--- src/rtl/fsx_pkg.sv ---
package fsx_pkg;
  typedef enum logic {FMT_A = 1'b0, FMT_B = 1'b1} fsx_fmt_e;
endpackage

--- src/rtl/fsx_idle_det.sv ---
module fsx_idle_det #(
  parameter int DET_LEN = 5
) (
  input  logic clk,
  input  logic rst,
  input  logic fp_in,
  output logic ev_o,
  output logic ev_fmt_b_o
);
  localparam int FW = $clog2(DET_LEN) + 1;

  logic [DET_LEN-2:0] hist_q;
  logic [FW-1:0]      fill_q;
  logic               known_q;
  logic               idle_hi_q;
  logic               prev_q;
  logic [DET_LEN-1:0] win;
  logic               full;

  assign win  = {hist_q, fp_in};
  assign full = (fill_q == FW'(DET_LEN - 1));

  always_ff @(posedge clk) begin
    if (rst) begin
      hist_q    <= '0;
      fill_q    <= '0;
      known_q   <= 1'b0;
      idle_hi_q <= 1'b0;
      prev_q    <= 1'b0;
    end else begin
      hist_q <= win[DET_LEN-2:0];
      prev_q <= fp_in;
      if (!full) fill_q <= fill_q + 1'b1;
      if (full && (&win)) begin
        known_q   <= 1'b1;
        idle_hi_q <= 1'b1;
      end else if (full && !(|win)) begin
        known_q   <= 1'b1;
        idle_hi_q <= 1'b0;
      end
    end
  end

  // A pulse edge is the departure from the known idle level
  assign ev_o       = known_q & (idle_hi_q ? (prev_q & ~fp_in) : (~prev_q & fp_in));
  assign ev_fmt_b_o = ~idle_hi_q;

  assert_idle_learned_R2: assert property (@(posedge clk) disable iff (rst)
    $rose(known_q) |-> ($past(fp_in) == idle_hi_q));
endmodule

--- src/rtl/fsx_frame_cnt.sv ---
module fsx_frame_cnt #(
  parameter int FRAME_CLKS = 512,
  localparam int CW = $clog2(FRAME_CLKS)
) (
  input  logic          clk,
  input  logic          rst,
  input  logic          load,
  input  logic [CW-1:0] load_val,
  output logic [CW-1:0] cnt_o,
  output logic [CW-1:0] nxt_o
);
  localparam logic [CW-1:0] LAST = CW'(FRAME_CLKS - 1);

  logic [CW-1:0] cnt_q;

  assign nxt_o = (cnt_q == LAST) ? '0 : cnt_q + 1'b1;
  assign cnt_o = cnt_q;

  always_ff @(posedge clk) begin
    if (rst)       cnt_q <= '0;
    else if (load) cnt_q <= load_val;
    else           cnt_q <= nxt_o;
  end

  assert_cnt_step_R5: assert property (@(posedge clk) disable iff (rst)
    !load |=> (cnt_q == (($past(cnt_q) == LAST) ? '0 : $past(cnt_q) + 1'b1)));
  assert_cnt_load_R3: assert property (@(posedge clk) disable iff (rst)
    load |=> (cnt_q == $past(load_val)));
endmodule

--- src/rtl/fsx_pulse_out.sv ---
module fsx_pulse_out #(
  parameter int FRAME_CLKS = 512,
  parameter int OFF_CLKS   = 80,
  parameter int PULSE_W    = 2,
  localparam int CW = $clog2(FRAME_CLKS)
) (
  input  logic          clk,
  input  logic          rst,
  input  logic [CW-1:0] nxt,
  input  logic          valid,
  input  logic          fmt_b,
  output logic          fp_out
);
  localparam logic [CW-1:0] B_LO = CW'(OFF_CLKS);
  localparam logic [CW-1:0] B_HI = CW'(OFF_CLKS + PULSE_W - 1);
  localparam logic [CW-1:0] A_LO = CW'(FRAME_CLKS - PULSE_W / 2);
  localparam logic [CW-1:0] A_HI = CW'(PULSE_W - PULSE_W / 2 - 1);

  logic a_act, b_act;

  always_comb begin
    b_act = (nxt >= B_LO) && (nxt <= B_HI);
    a_act = (nxt >= A_LO) || (nxt <= A_HI);
  end

  // Decode the count of the coming clock so the register lands on it
  always_ff @(posedge clk) begin
    if (rst)        fp_out <= 1'b0;
    else if (valid) fp_out <= fmt_b ? ~a_act : b_act;
    else            fp_out <= fmt_b;
  end

  assert_idle_hold_R8: assert property (@(posedge clk) disable iff (rst)
    !valid |=> (fp_out == $past(fmt_b)));
endmodule

--- src/rtl/fsync_xlate.sv ---
module fsync_xlate #(
  parameter int CH_PER_FRAME = 32,
  parameter int BITS_PER_CH  = 8,
  parameter int CLKS_PER_BIT = 2,
  parameter int OFFSET_CH    = 5,
  parameter int DET_LEN      = 5,
  parameter int PULSE_W      = 2,
  localparam int TSW = $clog2(CH_PER_FRAME),
  localparam int BW  = $clog2(BITS_PER_CH),
  localparam int PHW = $clog2(CLKS_PER_BIT)
) (
  input  logic           clk,
  input  logic           rst,
  input  logic           fp_in,
  output logic           fmt_b_o,
  output logic           valid_o,
  output logic [TSW-1:0] ts_o,
  output logic [BW-1:0]  bit_o,
  output logic [PHW-1:0] phase_o,
  output logic           fp_out
);
  import fsx_pkg::*;

  localparam int CLKS_PER_CH = BITS_PER_CH * CLKS_PER_BIT;
  localparam int FRAME_CLKS  = CH_PER_FRAME * CLKS_PER_CH;
  localparam int CW          = $clog2(FRAME_CLKS);
  localparam int OFF_CLKS    = OFFSET_CH * CLKS_PER_CH;
  localparam logic [CW-1:0] LOAD_A = '0;
  localparam logic [CW-1:0] LOAD_B = CW'(OFF_CLKS + 1);

  logic          ev, ev_fmt_b;
  logic [CW-1:0] cnt, nxt;
  fsx_fmt_e      fmt_q;
  logic          synced_q, valid_q;
  logic          fmt_b;

  fsx_idle_det #(.DET_LEN(DET_LEN)) u_det (
    .clk(clk), .rst(rst), .fp_in(fp_in), .ev_o(ev), .ev_fmt_b_o(ev_fmt_b)
  );

  fsx_frame_cnt #(.FRAME_CLKS(FRAME_CLKS)) u_cnt (
    .clk(clk), .rst(rst), .load(ev), .load_val(ev_fmt_b ? LOAD_B : LOAD_A),
    .cnt_o(cnt), .nxt_o(nxt)
  );

  assign fmt_b = (fmt_q == FMT_B);

  always_ff @(posedge clk) begin
    if (rst) begin
      fmt_q    <= FMT_A;
      synced_q <= 1'b0;
      valid_q  <= 1'b0;
    end else if (ev) begin
      if (!synced_q || (ev_fmt_b != fmt_b)) begin
        synced_q <= 1'b1;
        valid_q  <= 1'b0;
        fmt_q    <= ev_fmt_b ? FMT_B : FMT_A;
      end else begin
        valid_q  <= 1'b1;
      end
    end
  end

  fsx_pulse_out #(.FRAME_CLKS(FRAME_CLKS), .OFF_CLKS(OFF_CLKS), .PULSE_W(PULSE_W)) u_out (
    .clk(clk), .rst(rst), .nxt(nxt), .valid(valid_q), .fmt_b(fmt_b), .fp_out(fp_out)
  );

  assign fmt_b_o = fmt_b;
  assign valid_o = valid_q;
  assign ts_o    = cnt[CW-1 -: TSW];
  assign bit_o   = cnt[PHW +: BW];
  assign phase_o = cnt[PHW-1:0];

  assert_fmt_switch_R9: assert property (@(posedge clk) disable iff (rst)
    (ev && synced_q && (ev_fmt_b != fmt_b)) |=> (!valid_q && (fmt_b == $past(ev_fmt_b))));
  assert_valid_rise_R8: assert property (@(posedge clk) disable iff (rst)
    $rose(valid_q) |-> $past(ev));
endmodule

--- config.mk ---
export PLATFORM = sky130hd
export DESIGN_NAME = fsync_xlate
export DESIGN_NICKNAME = d
export VERILOG_FILES = /design/src/rtl/fsx_pkg.sv /design/src/rtl/fsx_idle_det.sv /design/src/rtl/fsx_frame_cnt.sv /design/src/rtl/fsx_pulse_out.sv /design/src/rtl/fsync_xlate.sv
export SDC_FILE = /design/constraint.sdc
export NUM_CORES = 1
export LEC_CHECK = 0
export ABC_AREA = 1
export BUFFER_PORTS_ARGS = -buffer_cell sky130_fd_sc_hd__buf_2
export CORE_UTILIZATION = 55
export DETAILED_ROUTE_END_ITERATION = 10
export PLACE_DENSITY = 0.72
export SLEW_MARGIN = 10
export SYNTH_ARGS = -nofsm -noshare
export SYNTH_HDL_FRONTEND = slang
export SYNTH_SLANG_ARGS = --single-unit
--- constraint.sdc ---
create_clock -name clk -period 4.75 [get_ports clk]
set_input_delay 0.2375 -clock clk [delete_from_list [all_inputs] [get_ports clk]]
set_output_delay 0.2375 -clock clk [all_outputs]
set_load 0.005 [all_outputs]
==> summary.txt <==
Timing
  – Slew Viols, Final: 0
  – Slew margin rel.: 76.09%
  – Final hold viol count: 0
  – Worst-Margin Slew: 0.3582 ns
  – RSZ-0062 raised after global routing: false
  – Crit path time final: 2.321 ns
  – Peak Freq: 430.9 MHz
  – Clock Skew: 0.003752 ns
  – Final worst-path setup slack: 2.429 ns
  – Hold_ws: 0.1696 ns
  – Final Cycle Share: 48.85%
  – Fin Setup TNS: 0 ns
  – Final setup vio count: 0

Floorplanning
  – Std-Cell Core Area: 1962 µm²
  – Die Y: 47.73 µm
  – Cell row count: 16
  – Full die area: 2278 µm²
  – Chip width: 47.73 µm
  – Initial Utilization: 58.61%
  – I/O pin count: 15

CTS
  – Clk sinks: 23
  – Clock tree buffer depth: 2
  – Hold Buf Count CTS: 0
  – Resized cells post-CTS: 0
  – CTS tree: built
  – Clk Latency, worst-skew pair: 0.31 ns
  – Total CTS buffers: 3
  – CTS H-tree depth: 1
  – Clk pin slew, worst setup/hold paths: 0.12 ns
  – Clock root buffer: clkbuf_4
  – # Post-CTS Setup Buffers: 0

Global route
  – Largest net degree at the start of global routing: 13
  – Global-route layer with the greatest usage: met2
  – Initial antenna violation count: 0
  – Global-route wire length before repair: 3339 µm
  – All-Layer GR Usage: 21.13%
  – Vias in the first global route: 853
  – M1 GR Usage: 24.31%
  – Met2 Usage GRT: 38.65%
  – Global route overflow: 0
  – Met3 GRT Util: 2.264%

Synthesis
  – Seq/Total Area, Yosys: 40.04%
  – Seq cells post-synth: 23
  – Synthesized area: 1150 µm²
  – Post-synthesis cell type count: 24
  – Synth Warn #: 0
  – Synth Instances: 164
  – Avg Cell Area, Syn: 7.011 µm²
  – Mapped Nets: 174

Layout
  – Finished Layout Cells: 208
  – Area grow syn2layout: 10.99%
  – Number of antenna diodes: 0
  – Most frequent cells in the layout: nand2_1 (33), inv_1 (27), nor2_1 (25), dfxtp_1 (23), buf_2 (14)
  – Fin nets: 192
  – Post-layout util: 65.05%
  – Fraction of layout cells with a size suffix above 1: 12.71%
  – Commonest non-fill, non-tap cell in the layout: nand2_1

Detailed routing
  – DRT antenna net count: 0
  – Routed vias/inst: 5.000
  – Iteration-0 DRC Markers: 21
  – Final wirelength: 2193 µm
  – # DRC: 0
  – Routed length per instance: 10.54 µm
  – Vias: 1040
  – 1st-pass router iterations: 4

Job
  – Max Cap Viol: 0

Worst hold path
  – Worst Hold Class: in2reg
  – Min-delay src: fp_in

Worst setup path
  – Critical path class: reg2reg
  – CP max stage cell: dfxtp_1
  – Crit. End Element: flop
  – Worst Path Buf+Inv: 3
  – Reg2reg start: u_cnt.cnt_o[0]
  – Crit path arrival time: 2.53 ns
  – Worst setup path start: u_cnt.cnt_o[0]
  – Setup slack, reg-to-reg: 2.43 ns
  – CP endpoint: u_out.fp_out
  – Crit path depth: 17
  – Worst reg2reg endpoint: u_out.fp_out
  – FF-to-FF path depth: 17
  – Startpoint Class: flop
  – CP peak stage delay: 0.46 ns
  – CP Cell Sequence: ha_1 -> nand2_1 -> inv_1 -> nand2_1 -> nor2_1 -> ha_1 -> inv_1 -> nand3_1 -> nand2_1 -> inv_1 -> nand3_1 -> nor2_1 -> nand2_1 -> nand2_1 -> nand2_1 -> nand2_1 -> a21oi_2
  – CP max FO: 7
  – Most frequent CP cell: nand2_1
  – Top delay family on crit path: simple AND/OR/NAND/NOR gates
  – CP required: 4.96 ns

Power and ir drop
  – LEAKAGE: 0.6018 nW
  – PD cells: 303.2 nW/µm²
  – Peak VDD IR: 0.2514 mV

Placed design
  – Input/output buffers: 14
  – Global placement routability congestion: 0.8511
  – DP Wirelength: 1689 µm
  – Dpl ws: 2.488 ns
  – # placed instances: 204

Run status
  – Status: complete, no violations
-- logic make-up (layout without fill, tap and decap cells) --
group	count (synthesis)	after routing	share of synthesized area, %
simple gates	83	83	31.45
compound gates	20	20	9.903
buf+inv	29	46	9.466
flops	23	23	40.04
fa+ha+maj	7	7	7.617
xor+xnor	2	2	1.524
-- flip-flops by register name (all words and copies together) (netlist names) --
signal,count
fmt_b_o,1
synced_q,1
u_cnt.cnt_o,9
u_det.fill_q,4
u_det.hist_q,4
u_det.idle_hi_q,1
u_det.known_q,1
u_out.fp_out,1
valid_o,1
-- how the worst min path moves through the flow --
stage | end | depth (start not counted)
after floorplan | valid_o | 1
final | u_det.hist_q[0] | 3
after CTS | u_det.hist_q[0] | 3
after global routing | u_det.hist_q[0] | 3
after global placement | u_det.hist_q[3] | 2
after detailed placement | u_det.hist_q[2] | 2
-- worst register-to-register path, delay by kind of cell (launching register included) --
family | cells | cell delay [ns]
and+or+nand+nor | 11 | 0.92
adders and majority gates | 2 | 0.49
DFF | 1 | 0.46
buffers and inverters | 3 | 0.29
AOI/OAI and AO/OA | 1 | 0.05
-- power breakdown --
part	internal [mW]	total [mW]	switching (mW)	leakage [nW]
clock	0.0328	0.0904	0.0576	0.0150
combinational	0.0294	0.0690	0.0396	0.400
sequential	0.211	0.228	0.0166	0.187
total	0.273	0.387	0.114	0.602
-- metal layers --
layer / share of wire (%) / vias up
li1: - / 554
met1: 48 / 456
met2: 47 / 25
met3: 3.2 / 5
met4: 1.8 / 0
met5: 0 / -
-- metrics by stage --
step,power [mW],cell area [µm²]
after floorplan,0.2823,1150
after global placement,0.2991,1250
after detailed placement,0.3017,1250
after CTS,0.3872,1276
after global routing,0.4120,1276
final,0.3870,1276
-- cells in the mapped netlist --
cell,n,area [µm²]
xnor2_1,1,8.760
nor2_2,1,6.260
xor2_1,1,8.760
nand2_2,1,6.260
ha_1,7,87.58
nor3_1,4,20.02
nand3b_1,2,15.01
nand4_1,3,18.77
dfxtp_1,23,460.4
nand2_1,33,123.9
a211oi_1,1,7.510
or2_2,1,6.260
o21ai_0,7,35.03
nand3_1,12,60.06
clkbuf_1,1,3.750
o31ai_1,1,7.510
nor2_1,25,93.84
nor2_4,1,11.26
a21oi_2,1,8.760
inv_1,27,101.4
a21oi_1,8,40.04
a31oi_1,1,6.260
inv_2,1,3.750
o2111ai_1,1,8.760
-- area by class of cell --
class	count	area [µm²]
Tap cell	27	33.78
Fill cell	211	685.7
Clock buffer	4	26.28
Inverter	28	105.1
Multi-Input combinational cell	112	580.6
Timing Repair Buffer	14	70.07
Sequential cell	23	460.4
Note: power is estimated with default switching activity, not from simulation.
